`src/rtl/usb_pwrctl_pkg.sv`:
```
`timescale 1ns/1ps
package usb_pwrctl_pkg;
  localparam int REG_W = 8;

  // power register field positions
  localparam int PWR_ISO_B = 7;
  localparam int PWR_INH_B = 4;
  localparam int PWR_RST_B = 3;
  localparam int PWR_RSM_B = 2;
  localparam int PWR_SUS_B = 1;
  localparam int PWR_SDE_B = 0;

  // flag / enable register bit positions
  localparam int IRQ_SUS_B = 0;
  localparam int IRQ_RSM_B = 1;
  localparam int IRQ_RST_B = 2;
  localparam int IRQ_N     = 3;

  // register selects
  localparam int SEL_PWR  = 0;
  localparam int SEL_FLAG = 1;
  localparam int SEL_IEN  = 2;

  // enables forced on by any reset: all but suspend
  localparam logic [IRQ_N-1:0] IEN_DEFAULT = 3'b110;

  typedef enum logic [1:0] {
    LS_ACTIVE = 2'd0,
    LS_SUSP   = 2'd1,
    LS_DRIVE  = 2'd2
  } link_st_e;
endpackage

```
`src/rtl/usb_pwrctl_rstsync.sv`:
```
`timescale 1ns/1ps
module usb_pwrctl_rstsync #(
  parameter int STAGES = 2
) (
  input  logic clk,
  input  logic rst_n,
  output logic rst_sync_n
);
  logic [STAGES-1:0] sync_q;

  always_ff @(posedge clk or negedge rst_n) begin
    if (!rst_n) sync_q <= '0;
    else        sync_q <= {sync_q[STAGES-2:0], 1'b1};
  end

  assign rst_sync_n = sync_q[STAGES-1];
endmodule

```
`src/rtl/usb_pwrctl_cfg.sv`:
```
`timescale 1ns/1ps
module usb_pwrctl_cfg (
  input  logic clk,
  input  logic rst_n,
  input  logic sw_rst,
  input  logic pwr_wr,
  input  logic iso_w,
  input  logic inh_w,
  input  logic sde_w,
  input  logic bus_rst,
  output logic inhibit,
  output logic iso_en,
  output logic sde,
  output logic rst_seen
);
  logic inh_q, iso_q, sde_q, rsb_q;
  logic inh_d, iso_d, sde_d, rsb_d;
  logic upd;

  always_comb begin
    inh_d = inh_q;
    iso_d = iso_q;
    sde_d = sde_q;
    rsb_d = rsb_q;
    upd   = sw_rst | pwr_wr | bus_rst;
    if (sw_rst) begin
      inh_d = 1'b1;
      iso_d = 1'b0;
      sde_d = 1'b0;
      rsb_d = 1'b0;
    end else begin
      if (pwr_wr) begin
        iso_d = iso_w;
        // inhibit can only be cleared by software, never set
        inh_d = inh_q & inh_w;
        sde_d = sde_w;
        rsb_d = 1'b0;
      end
      if (bus_rst) rsb_d = 1'b1;
    end
  end

  always_ff @(posedge clk or negedge rst_n) begin
    if (!rst_n) begin
      inh_q <= 1'b1;
      iso_q <= 1'b0;
      sde_q <= 1'b0;
      rsb_q <= 1'b0;
    end else if (upd) begin
      inh_q <= inh_d;
      iso_q <= iso_d;
      sde_q <= sde_d;
      rsb_q <= rsb_d;
    end
  end

  assign inhibit  = inh_q;
  assign iso_en   = iso_q;
  assign sde      = sde_q;
  assign rst_seen = rsb_q;
endmodule

```
`src/rtl/usb_pwrctl_link.sv`:
```
`timescale 1ns/1ps
module usb_pwrctl_link
  import usb_pwrctl_pkg::*;
(
  input  logic clk,
  input  logic rst_n,
  input  logic sw_rst,
  input  logic bus_rst,
  input  logic enabled,
  input  logic sde,
  input  logic sus_seen,
  input  logic rsm_seen,
  input  logic pwr_wr,
  input  logic rsm_bit,
  output logic suspended,
  output logic resume_drive,
  output logic sus_evt,
  output logic rsm_evt
);
  link_st_e st_q, st_d;
  logic     st_en;

  always_comb begin
    st_d    = st_q;
    sus_evt = 1'b0;
    rsm_evt = 1'b0;
    if (sw_rst) begin
      st_d = LS_ACTIVE;
    end else begin
      unique case (st_q)
        LS_ACTIVE: begin
          if (!bus_rst && enabled && sde && sus_seen) begin
            st_d    = LS_SUSP;
            sus_evt = 1'b1;
          end
        end
        LS_SUSP: begin
          if (bus_rst) begin
            st_d = LS_ACTIVE;
          end else if (enabled && rsm_seen) begin
            st_d    = LS_ACTIVE;
            rsm_evt = 1'b1;
          end else if (pwr_wr && rsm_bit) begin
            st_d = LS_DRIVE;
          end
        end
        LS_DRIVE: begin
          if (pwr_wr && !rsm_bit) st_d = LS_ACTIVE;
        end
        default: st_d = LS_ACTIVE;
      endcase
    end
    st_en = (st_d != st_q);
  end

  always_ff @(posedge clk or negedge rst_n) begin
    if (!rst_n)     st_q <= LS_ACTIVE;
    else if (st_en) st_q <= st_d;
  end

  assign suspended    = (st_q == LS_SUSP);
  assign resume_drive = (st_q == LS_DRIVE);
endmodule

```
`src/rtl/usb_pwrctl_irq.sv`:
```
`timescale 1ns/1ps
module usb_pwrctl_irq
  import usb_pwrctl_pkg::*;
(
  input  logic             clk,
  input  logic             rst_n,
  input  logic             sw_rst,
  input  logic             bus_rst,
  input  logic             sus_evt,
  input  logic             rsm_evt,
  input  logic             rd_clr,
  input  logic             ien_wr,
  input  logic [IRQ_N-1:0] ien_w,
  output logic [IRQ_N-1:0] flags,
  output logic [IRQ_N-1:0] ien,
  output logic             irq
);
  logic [IRQ_N-1:0] flg_q, flg_d, ien_q, ien_d, set_v;
  logic             upd;

  always_comb begin
    set_v            = '0;
    set_v[IRQ_SUS_B] = sus_evt & ien_q[IRQ_SUS_B];
    set_v[IRQ_RSM_B] = rsm_evt & ien_q[IRQ_RSM_B];
    flg_d = flg_q;
    ien_d = ien_q;
    if (sw_rst) begin
      flg_d = '0;
      ien_d = IEN_DEFAULT;
    end else if (bus_rst) begin
      // reset enable is forced on here, so the reset flag always follows
      flg_d            = '0;
      flg_d[IRQ_RST_B] = 1'b1;
      ien_d            = ien_q | IEN_DEFAULT;
    end else begin
      if (rd_clr) flg_d = '0;
      flg_d = flg_d | set_v;
      if (ien_wr) ien_d = ien_w;
    end
    upd = (flg_d != flg_q) | (ien_d != ien_q);
  end

  always_ff @(posedge clk or negedge rst_n) begin
    if (!rst_n) begin
      flg_q <= '0;
      ien_q <= IEN_DEFAULT;
    end else if (upd) begin
      flg_q <= flg_d;
      ien_q <= ien_d;
    end
  end

  assign flags = flg_q;
  assign ien   = ien_q;
  assign irq   = |(flg_q & ien_q);
endmodule

```
`src/rtl/usb_pwrctl.sv`:
```
`timescale 1ns/1ps
module usb_pwrctl
  import usb_pwrctl_pkg::*;
#(
  parameter int ADDR_W     = 2,
  parameter int SYNC_STAGE = 2
) (
  input  logic              clk,
  input  logic              rst_n,
  input  logic [ADDR_W-1:0] reg_sel,
  input  logic              reg_wr,
  input  logic              reg_rd,
  input  logic [REG_W-1:0]  reg_wdata,
  output logic [REG_W-1:0]  reg_rdata,
  input  logic              line_reset_pulse,
  input  logic              line_suspend_pulse,
  input  logic              line_resume_pulse,
  output logic              usb_rst_pulse,
  output logic              suspended,
  output logic              resume_drive,
  output logic              func_enable,
  output logic              iso_update,
  output logic              irq
);
  localparam logic [ADDR_W-1:0] A_PWR  = ADDR_W'(SEL_PWR);
  localparam logic [ADDR_W-1:0] A_FLAG = ADDR_W'(SEL_FLAG);
  localparam logic [ADDR_W-1:0] A_IEN  = ADDR_W'(SEL_IEN);

  logic rst_int_n;
  logic pwr_wr, ien_wr, rd_clr, sw_rst, bus_rst;
  logic inhibit, sde, rst_seen, sus_evt, rsm_evt;
  logic rst_pulse_q;
  logic [IRQ_N-1:0] flags, ien;
  logic unused_wbits;

  usb_pwrctl_rstsync #(.STAGES(SYNC_STAGE)) u_rsync (
    .clk        (clk),
    .rst_n      (rst_n),
    .rst_sync_n (rst_int_n)
  );

  // register decode
  assign pwr_wr  = reg_wr && (reg_sel == A_PWR);
  assign ien_wr  = reg_wr && (reg_sel == A_IEN);
  assign rd_clr  = reg_rd && (reg_sel == A_FLAG);
  assign sw_rst  = pwr_wr && reg_wdata[PWR_RST_B];
  assign bus_rst = line_reset_pulse && !inhibit && !sw_rst;
  assign unused_wbits = ^{reg_wdata[REG_W-2:PWR_INH_B+1], reg_wdata[PWR_SUS_B],
                          reg_wdata[REG_W-1:IRQ_N] & 5'b0};

  usb_pwrctl_cfg u_cfg (
    .clk      (clk),
    .rst_n    (rst_int_n),
    .sw_rst   (sw_rst),
    .pwr_wr   (pwr_wr),
    .iso_w    (reg_wdata[PWR_ISO_B]),
    .inh_w    (reg_wdata[PWR_INH_B]),
    .sde_w    (reg_wdata[PWR_SDE_B]),
    .bus_rst  (bus_rst),
    .inhibit  (inhibit),
    .iso_en   (iso_update),
    .sde      (sde),
    .rst_seen (rst_seen)
  );

  usb_pwrctl_link u_link (
    .clk          (clk),
    .rst_n        (rst_int_n),
    .sw_rst       (sw_rst),
    .bus_rst      (bus_rst),
    .enabled      (!inhibit),
    .sde          (sde),
    .sus_seen     (line_suspend_pulse),
    .rsm_seen     (line_resume_pulse),
    .pwr_wr       (pwr_wr),
    .rsm_bit      (reg_wdata[PWR_RSM_B]),
    .suspended    (suspended),
    .resume_drive (resume_drive),
    .sus_evt      (sus_evt),
    .rsm_evt      (rsm_evt)
  );

  usb_pwrctl_irq u_irq (
    .clk     (clk),
    .rst_n   (rst_int_n),
    .sw_rst  (sw_rst),
    .bus_rst (bus_rst),
    .sus_evt (sus_evt),
    .rsm_evt (rsm_evt),
    .rd_clr  (rd_clr),
    .ien_wr  (ien_wr),
    .ien_w   (reg_wdata[IRQ_N-1:0]),
    .flags   (flags),
    .ien     (ien),
    .irq     (irq)
  );

  // one-cycle module reset towards the rest of the USB logic
  always_ff @(posedge clk or negedge rst_int_n) begin
    if (!rst_int_n) rst_pulse_q <= 1'b0;
    else            rst_pulse_q <= sw_rst | bus_rst;
  end

  always_comb begin
    reg_rdata = '0;
    if (reg_sel == A_PWR) begin
      reg_rdata[PWR_ISO_B] = iso_update;
      reg_rdata[PWR_INH_B] = inhibit;
      reg_rdata[PWR_RST_B] = rst_seen;
      reg_rdata[PWR_RSM_B] = resume_drive;
      reg_rdata[PWR_SUS_B] = suspended;
      reg_rdata[PWR_SDE_B] = sde;
    end else if (reg_sel == A_FLAG) begin
      reg_rdata[IRQ_N-1:0] = flags;
    end else if (reg_sel == A_IEN) begin
      reg_rdata[IRQ_N-1:0] = ien;
    end
  end

  assign usb_rst_pulse = rst_pulse_q;
  assign func_enable   = !inhibit;
endmodule

```
`config.mk`:
```
export PLATFORM = sky130hd
export DESIGN_NAME = usb_pwrctl
export DESIGN_NICKNAME = d
export VERILOG_FILES = /design/src/rtl/usb_pwrctl_pkg.sv /design/src/rtl/usb_pwrctl_rstsync.sv /design/src/rtl/usb_pwrctl_cfg.sv /design/src/rtl/usb_pwrctl_link.sv /design/src/rtl/usb_pwrctl_irq.sv /design/src/rtl/usb_pwrctl.sv
export SDC_FILE = /design/constraint.sdc
export NUM_CORES = 1
export LEC_CHECK = 0
export BUFFER_PORTS_ARGS = -buffer_cell sky130_fd_sc_hd__buf_2
export CORE_MARGIN = 2
export CORE_UTILIZATION = 30
export CTS_BUF_LIST = sky130_fd_sc_hd__clkbuf_8 sky130_fd_sc_hd__clkbuf_16
export CTS_CLUSTER_SIZE = 40
export DETAILED_ROUTE_END_ITERATION = 10
export GPL_ROUTABILITY_DRIVEN = 0
export PLACE_DENSITY = 0.58
export SLEW_MARGIN = 20
export SYNTH_ARGS = -nofsm -noshare
export SYNTH_HDL_FRONTEND = slang
export SYNTH_HIERARCHICAL = 1
export SYNTH_SLANG_ARGS = --single-unit
```
`constraint.sdc`:
```
create_clock -name clk -period 1 [get_ports clk]
set_input_delay 0.2 -clock clk [delete_from_list [all_inputs] [get_ports clk]]
set_output_delay 0.2 -clock clk [all_outputs]
set_load 0.005 [all_outputs]
```
==> results of run 1 <==
[worst max-delay path: stages, from the launching register on]
cell,delay (ns)
dfrtp_1,0.40
and2b_1,0.23
mux2i_1,0.07
o2bb2ai_1,0.13
buf_2,0.13
[registers in the layout (all words and copies together), names as in the netlist]
signal,flops
u_irq/ien,3
u_cfg/inhibit,1
u_rsync/sync_q,2
u_cfg/iso_en,1
u_link/st_q,2
u_cfg/sde,1
u_irq/flags,3
usb_rst_pulse,1
u_cfg/rst_seen,1
[metrics by stage]
step / utilization, % / instance area [µm²] / setup TNS (ns) / hold slack, ns / total power, mW
6_report: 56.5 / 1530 / -5.17 / 0.0630 / 2.10
5_1_grt: 56.5 / 1530 / -6.16 / 0.0789 / 2.22
4_1_cts: 54.2 / 1470 / -4.67 / 0.0626 / 2.04
3_5_place_dp: 43.5 / 1180 / -3.51 / -0.0121 / 1.28
3_3_place_gp: 43.5 / 1180 / -3.13 / -0.0146 / 1.27
2_1_floorplan: - / 887 / -0.693 / -0.0956 / 1.02
[report_power, final]
part / internal [mW] / leakage [nW] / switching [mW]
combinational: 0.504 / 0.520 / 0.340
clock: 0.272 / 0.0269 / 0.215
sequential: 0.698 / 0.183 / 0.0670
total: 1.47 / 0.730 / 0.622
[area by class of cell]
type / count / area (µm²)
timing repair buffer: 63 / 500
multi-input combinational: 60 / 541
fill: 239 / 1180
inverter: 6 / 27.5
clock buffer: 3 / 41.3
tap: 31 / 38.8
clock inverter: 1 / 3.75
sequential: 15 / 379
[synth_stat cells (2+ instances only)]
library cell,number
dfrtp_1,12
mux2i_1,7
nand2_1,7
inv_1,6
nand2b_1,4
dfstp_2,3
nor2_1,3
nor2b_1,3
o2bb2ai_1,3
a21boi_1,2
a21oi_1,2
and2_1,2
and2_2,2
buf_4,2
conb_1,2
nand3_1,2
nor2_2,2
nor3_1,2
nor4_1,2
or2b_1,2
[kinds of logic after synthesis]
group / after synthesis / synth area share [%]
and+or+nand+nor: 36 / 25.7
DFF: 15 / 44.8
AOI/OAI and AO/OA: 14 / 14.6
buffers and inverters: 9 / 5.76
muxes: 7 / 8.27
other: 2 / 0.887
[placed cells by master (no fill, tap or decap), types with 4 or more instances in the layout]
cell type,Yosys,routed
mux2i_1,7,7
dfrtp_1,12,12
nand2b_1,4,4
inv_1,6,4
nand2_1,7,4
buf_4,2,26
buf_6,1,12
buf_2,0,21
[worst paths after layout]
check / startpoint / end / slack (ns) / depth (start not counted)
worst max-delay path: u_link/st_q[1]$_DFFE_PN0P_ / reg_rdata[1] / -0.40 / 4
worst min-delay path: u_rsync/sync_q[1]$_DFF_PN0_ / u_cfg/iso_en$_DFFE_PN0P_ / 0.06 / 0
worst max register to register: u_cfg/inhibit$_DFFE_PN1P_ / u_irq/flags[0]$_DFFE_PN0P_ / -0.33 / 5
worst min register to register: u_rsync/sync_q[1]$_DFF_PN0_ / u_cfg/iso_en$_DFFE_PN0P_ / 0.06 / 0
max in group asynchronous: u_rsync/sync_q[1]$_DFF_PN0_ / u_irq/ien[1]$_DFFE_PN1P_ / 0.48 / 1
min in group clk: reg_wdata[1] / u_irq/ien[1]$_DFFE_PN1P_ / 0.19 / 3
[repair_timing]
item                       in CTS  in global routing
pin swaps                       9                  6
cloned                          0                  0
buffers inserted               12                  6
setup endpoints to repair      20                 21
hold buffers                    1                  0
gates resized for setup        24                 11
hold endpoints to repair        2                  0
[per-layer routing]
layer	vias to the layer above	share of wire [%]	GRT usage, %	wire [µm]
met5	-	0	0	0
met1	415	45	22.1	1130
met2	20	49	26.8	1220
met4	0	2.1	7.31	53
met3	6	3.6	3.17	89
li1	418	-	-	-
==> impl_metrics.json, run 1 <==
{
  "yosysWarnings": 6,
  "drv_slew": 0,
  "grtUsageTotal_pct": 16.7,
  "synth_cell_types": 33,
  "die_h_um": 57.1,
  "finalCritPeriodShare_pct": 140,
  "ant_nets": 0,
  "yosys.area.top_type": "dfrtp_1",
  "syn_inst": 83,
  "clk_latency_ns": 0.25,
  "power.density_mw_per_mm2": 1370,
  "vdd.ir_drop.worst_v": 0.000992,
  "required_ns": 0.80,
  "final_cells": 179,
  "cts_buffers": 3,
  "post-place-ws_ns": -0.295,
  "wl_per_cell_um": 13.9,
  "start_kind": "flop",
  "gr-total-overflow": 0,
  "synth.area.top_cells": "dfrtp_1, dfstp_2, mux2i_1, nand2_1, o2bb2ai_1",
  "via_count": 859,
  "fmax_ghz": 0.713,
  "core_mm2": 0.00271,
  "htreeDepth": 1,
  "drive_above_1_share_pct": 61.5,
  "finalHoldViolCount": 0,
  "row_count": 19,
  "synth_edf_count": 0,
  "drcViolationCount": 0,
  "status": "finished with violations",
  "grt_max_degree": 11,
  "end_kind": "output pin",
  "drtIter0Drc": 8,
  "synth_async_sr_flop_share_pct": 100,
  "cts.sinks": 15,
  "clk_path_buf_depth": 2,
  "critPathArrivalTime_ns": 1.20,
  "dieWidth_um": 57.1,
  "dpl.hpwl_um": 1670,
  "setup_viol": 21,
  "setup_ws_ns": -0.402,
  "ys.flop_type": "dfrtp_1",
  "path_max_fanout": 3,
  "skew_ns": 0.00137,
  "syn_avg_cell_area_um2": 10.2,
  "antenna_found_initial": 0,
  "clk_pin_slew_worst_paths_ns": 0.06,
  "vias_per_cell": 4.80,
  "worstSetupPathType": "reg2out",
  "drtPass1Iterations": 4,
  "ios": 31,
  "initial_utilization_pct": 31.3,
  "drt-total-wl_um": 2480,
  "hold_class": "reg2async",
  "synth_area_um2": 847,
  "fin_crit_ns": 1.40,
  "grt_pass1_wl_um": 4270,
  "drv_cap": 0,
  "clockRootBuffer": "clkbuf_8",
  "p_leak_nw": 0.730,
  "synth_top_area_share_pct": 35.5,
  "portBuffers": 26,
  "rsz0062_at_grt": "yes",
  "area_growth_pct": 80.8,
  "dp.cells": 158,
  "failed_checks": "negative setup slack",
  "grt_pass1_vias": 915,
  "num_antenna_cells": 0,
  "seq_area_frac_synth_pct": 44.8,
  "nNetsFinal": 166,
  "die_area_mm2": 0.00326,
  "cts_tree": "done",
  "ys_ff_latch": 15
}
(Power assumes the default switching activity.)
==> run 2: changes to the inputs <==
--- a/config.mk
+++ b/config.mk
@@ -8,11 +8,10 @@
 export BUFFER_PORTS_ARGS = -buffer_cell sky130_fd_sc_hd__buf_2
 export CORE_MARGIN = 2
-export CORE_UTILIZATION = 30
+export CORE_UTILIZATION = 43
 export CTS_BUF_LIST = sky130_fd_sc_hd__clkbuf_8 sky130_fd_sc_hd__clkbuf_16
 export CTS_CLUSTER_SIZE = 40
 export DETAILED_ROUTE_END_ITERATION = 10
 export GPL_ROUTABILITY_DRIVEN = 0
-export PLACE_DENSITY = 0.58
-export SLEW_MARGIN = 20
+export PLACE_DENSITY = 0.77
 export SYNTH_ARGS = -nofsm -noshare
 export SYNTH_HDL_FRONTEND = slang
==> constraint.sdc (replaced) <==
create_clock -name clk -period 1 [get_ports clk]
set_input_delay 0.2 -clock clk [delete_from_list [all_inputs] [get_ports clk]]
set_output_delay 0.2 -clock clk [all_outputs]
set_load 0.02 [all_outputs]
==> impl_metrics.json, run 2 (synthesis gave the netlist of run 1 again) <==
{
  "crit_path_cell_trace": "a222oi_1, inv_1, buf_6",
  "path_max_fanout": 2,
  "skew_ns": 0.00350,
  "max_stage_delay_ns": 0.43,
  "ios": 31,
  "swShare_pct": 33.2,
  "rsz0062_at_grt": "yes",
  "combPwrFrac_pct": 44.4,
  "clk_pin_slew_worst_paths_ns": 0.06,
  "drv_cap": 0,
  "worstSetupPathType": "reg2out",
  "fmax_ghz": 0.643,
  "via_count": 926,
  "portBuffers": 26,
  "internal_power_mw": 1.50,
  "power.density_mw_per_mm2": 1460,
  "end_kind": "output pin",
  "dieWidth_um": 48.4,
  "grt_pass1_vias": 963,
  "setup_ws_ns": -0.554,
  "drtPass1Iterations": 4,
  "num_antenna_cells": 0,
  "power_switching_mw": 0.745,
  "hold_class": "reg2async",
  "initial_utilization_pct": 44.5,
  "place_area_mm2": 0.00122,
  "final_cell_mix": "buf_4, buf_6, buf_2",
  "failed_checks": "negative setup slack",
  "wl_per_cell_um": 18.5,
  "clockRootBuffer": "clkbuf_8",
  "drv_slew": 0,
  "finalHoldViolCount": 0,
  "area_growth_pct": 81.8,
  "die_area_mm2": 0.00234,
  "dpl.hpwl_um": 1680,
  "vias_per_cell": 5.42,
  "grt_pass1_wl_um": 4620,
  "gr-total-overflow": 0,
  "p_clk_share_pct": 21.4,
  "setup_tns_ns": -7.20,
  "drtIter0Drc": 35,
  "drcViolationCount": 0,
  "row_count": 16,
  "final_common_cell": "buf_4",
  "core_mm2": 0.00190,
  "setup_viol": 20,
  "antenna_found_initial": 0,
  "final-seq-area_um2": 379,
  "required_ns": 0.80,
  "fin_crit_ns": 1.55,
  "drive_above_1_share_pct": 63.2,
  "post-place-ws_ns": -0.332,
  "stdcell_area_mm2": 0.00154,
  "start_kind": "flop",
  "multi_input_area_um2": 546,
  "drt-total-wl_um": 3160,
  "startpoint": "u_irq/ien[0]$_DFFE_PN0P_",
  "cts_tree": "done",
  "p_leak_nw": 0.719,
  "status": "finished with violations",
  "fin_util_pct": 81.0,
  "nNetsFinal": 162,
  "cts_buffers": 3,
  "ant_nets": 0,
  "grtUsageTotal_pct": 26.3,
  "clk_latency_ns": 0.25,
  "htreeDepth": 1,
  "clk_path_buf_depth": 2,
  "slowest_stage": "a222oi_1",
  "finalCritPeriodShare_pct": 155,
  "fillers": 96,
  "die_h_um": 48.4,
  "cts.sinks": 15,
  "seqPwrFrac_pct": 34.2,
  "grt_max_degree": 14,
  "r2r_start": "u_cfg/inhibit$_DFFE_PN1P_",
  "vdd.ir_drop.worst_v": 0.00130,
  "critPathArrivalTime_ns": 1.35
}
==> run 2: repair_timing <==
item                                   4_1_cts  5_1_grt
setup endpoints to repair                   20       21
pin swaps                                    6        9
buffers inserted                             8        4
gates resized for setup                     32       17
endpoints found under the hold margin        2        0
hold buffers                                 1        0
==> run 2: worst max-delay path, delay by kind of cell, from the launching register on <==
family / cells / cell delay (ns)
flip-flops: 1 / 0.38
buffers and inverters: 2 / 0.30
AO/OA/AOI/OAI: 1 / 0.43
==> run 2: layout make-up <==
cell class                      count  share of cell area (%)
Clock inverter                      1                   0.244
Tap cell                           27                    2.19
Multi-Input combinational cell     60                    35.4
Timing Repair Buffer               59                    33.0
Inverter                            6                    1.87
Sequential cell                    15                    24.6
Clock buffer                        3                    2.68
==> run 2: final timing paths <==
kind,slack (ns),endpoint,cells after the start
worst max-delay path,-0.55,irq,3
worst min-delay path,0.17,u_cfg/sde$_DFFE_PN0P_,1
worst max register to register,-0.46,u_irq/flags[0]$_DFFE_PN0P_,6
worst min register to register,0.17,u_cfg/sde$_DFFE_PN0P_,1
max in group asynchronous,0.59,u_irq/ien[2]$_DFFE_PN1P_,1
min in group clk,0.18,u_irq/ien[1]$_DFFE_PN1P_,3
==> run 2: power groups by stage <==
stage | Clock (mW) | Sequential [mW] | Combinational [mW]
floorplan | 0 | 0.788 | 0.328
global placement | 0 | 0.764 | 0.618
detailed placement | 0 | 0.769 | 0.632
CTS | 0.489 | 0.754 | 0.855
global route | 0.520 | 0.771 | 1.04
finish | 0.480 | 0.767 | 0.995
==> run 2: per-layer routing <==
metal	share of wire, %	vias to the layer above	track usage [%]
met4	3.5	0	11.0
met2	49	50	47.9
met3	5.7	10	4.63
met1	42	459	30.3
li1	-	407	-
met5	0	-	0
==> run 2: metrics by stage <==
| stage | std cells | total power [mW] | hold WS, ns |
|---|---|---|---|
| final | 171 | 2.24 | 0.170 |
| after global routing | 171 | 2.33 | 0.193 |
| after CTS | 168 | 2.10 | 0.173 |
| after detailed placement | 155 | 1.40 | -0.0132 |
| after global placement | 155 | 1.38 | -0.0146 |
| after floorplan | 84 | 1.12 | -0.0956 |
==> run 3: changes to the inputs <==
- PLACE_DENSITY: 0.77 -> 0.75
==> impl_metrics.json, run 3 (synthesis gave the netlist of run 1 again) <==
{
  "die_area_mm2": 0.00234,
  "drtIter0Drc": 25,
  "drive_above_1_share_pct": 63.9,
  "portBuffers": 26,
  "stdcell_area_mm2": 0.00153,
  "drt-total-wl_um": 3360,
  "drv_slew": 0,
  "initial_utilization_pct": 44.5,
  "clockRootBuffer": "clkbuf_8",
  "clk_path_buf_depth": 2,
  "setup_ws_ns": -0.580,
  "core_mm2": 0.00190,
  "antenna_found_initial": 0,
  "grt_pass1_vias": 970,
  "hold_ws_ns": 0.165,
  "path_common_cell": "buf_4",
  "dpl.hpwl_um": 1720,
  "relSlewSlack_pct": 66.4,
  "die_h_um": 48.4,
  "drtPass1Iterations": 4,
  "worstSetupPathType": "reg2out",
  "critPathArrivalTime_ns": 1.38,
  "finalCritPeriodShare_pct": 158,
  "place_area_mm2": 0.00125,
  "fillers": 103,
  "drcViolationCount": 0,
  "start_kind": "flop",
  "p_leak_nw": 0.723,
  "post-place-ws_ns": -0.357,
  "nNetsFinal": 165,
  "skew_ns": 0.00325,
  "grtUsageTotal_pct": 25.7,
  "grt_max_degree": 14,
  "fin_crit_ns": 1.58,
  "required_ns": 0.80,
  "slowest_stage": "dfrtp_1",
  "fmax_ghz": 0.633,
  "max_stage_delay_ns": 0.39,
  "hold_class": "reg2async",
  "clk_latency_ns": 0.25,
  "drv_cap": 0,
  "crit_path_cell_trace": "buf_4, buf_6, mux2i_1, o2bb2ai_1, buf_4",
  "path_max_fanout": 2,
  "ant_nets": 0,
  "via_count": 979,
  "failed_checks": "negative setup slack",
  "row_count": 16,
  "dp.cells": 158,
  "grt_pass1_wl_um": 4560,
  "critPathBufInv": 3,
  "num_antenna_cells": 0,
  "dieWidth_um": 48.4,
  "cts.sinks": 15,
  "wl_per_cell_um": 19.3,
  "worstMarginPinSlew_ns": 0.504,
  "ios": 31,
  "final_common_cell": "buf_4",
  "vdd.ir_drop.worst_v": 0.00135,
  "finalHoldViolCount": 0,
  "area_growth_pct": 80.7,
  "end_kind": "output pin",
  "final_cell_mix": "buf_4, buf_2, buf_6",
  "setup_viol": 21,
  "crit_family": "buffers and inverters",
  "vias_per_cell": 5.63,
  "final_cells": 174,
  "cts_tree": "done",
  "cts_buffers": 3,
  "status": "finished with violations",
  "gr-total-overflow": 0,
  "power.density_mw_per_mm2": 1440,
  "clk_pin_slew_worst_paths_ns": 0.06,
  "rsz0062_at_grt": "yes",
  "htreeDepth": 1
}
-- run 3: report_power, final --
part	leakage (nW)	total [mW]	internal (mW)	switching, mW
logic	0.513	0.954	0.489	0.465
registers	0.183	0.766	0.698	0.0681
clock network	0.0269	0.483	0.272	0.211
-- run 3: final timing paths --
kind	from	end	slack, ns	cells after the start
min	u_rsync/sync_q[1]$_DFF_PN0_	u_cfg/sde$_DFFE_PN0P_	0.16	1
max in group asynchronous	u_rsync/sync_q[1]$_DFF_PN0_	u_irq/ien[1]$_DFFE_PN1P_	0.60	1
min in group clk	reg_wdata[1]	u_irq/ien[1]$_DFFE_PN1P_	0.18	3
max	u_irq/ien[0]$_DFFE_PN0P_	reg_rdata[0]	-0.58	5
max reg2reg	u_cfg/inhibit$_DFFE_PN1P_	u_link/st_q[0]$_DFFE_PN0P_	-0.50	5
min reg2reg	u_rsync/sync_q[1]$_DFF_PN0_	u_cfg/sde$_DFFE_PN0P_	0.16	1
-- run 3: final cells by class --
cell class	count	area, µm²	area share (%)
Sequential cell	15	379	24.8
Timing Repair Buffer	62	502	32.8
Inverter	6	28.8	1.88
Multi-Input combinational cell	60	542	35.4
Clock inverter	1	3.75	0.245
Clock buffer	3	41.3	2.70
Tap cell	27	33.8	2.21
-- run 3: per-layer routing --
metal / routed length (µm) / up-vias / GRT usage (%)
met3: 201 / 32 / 2.78
met5: 0 / - / 0
met2: 1650 / 70 / 47.9
met1: 1240 / 460 / 30.2
li1: - / 417 / -
met4: 269 / 0 / 10.0
-- run 3: through the flow --
step | utilization (%) | power (mW) | TNS, ns
after CTS | 76.1 | 2.07 | -6.21
after global placement | 65.6 | 1.39 | -3.48
final | 80.5 | 2.20 | -7.48
after detailed placement | 65.6 | 1.41 | -4.06
after global routing | 80.5 | 2.30 | -8.37
after floorplan | - | 1.12 | -1.96
-- run 3: repair_timing --
item,in CTS,in global routing
pin swaps,6,4
resized for setup,27,10
endpoints found under the hold margin,2,0
setup endpoints to repair,21,21
setup buffers,7,4
hold buffers,1,0
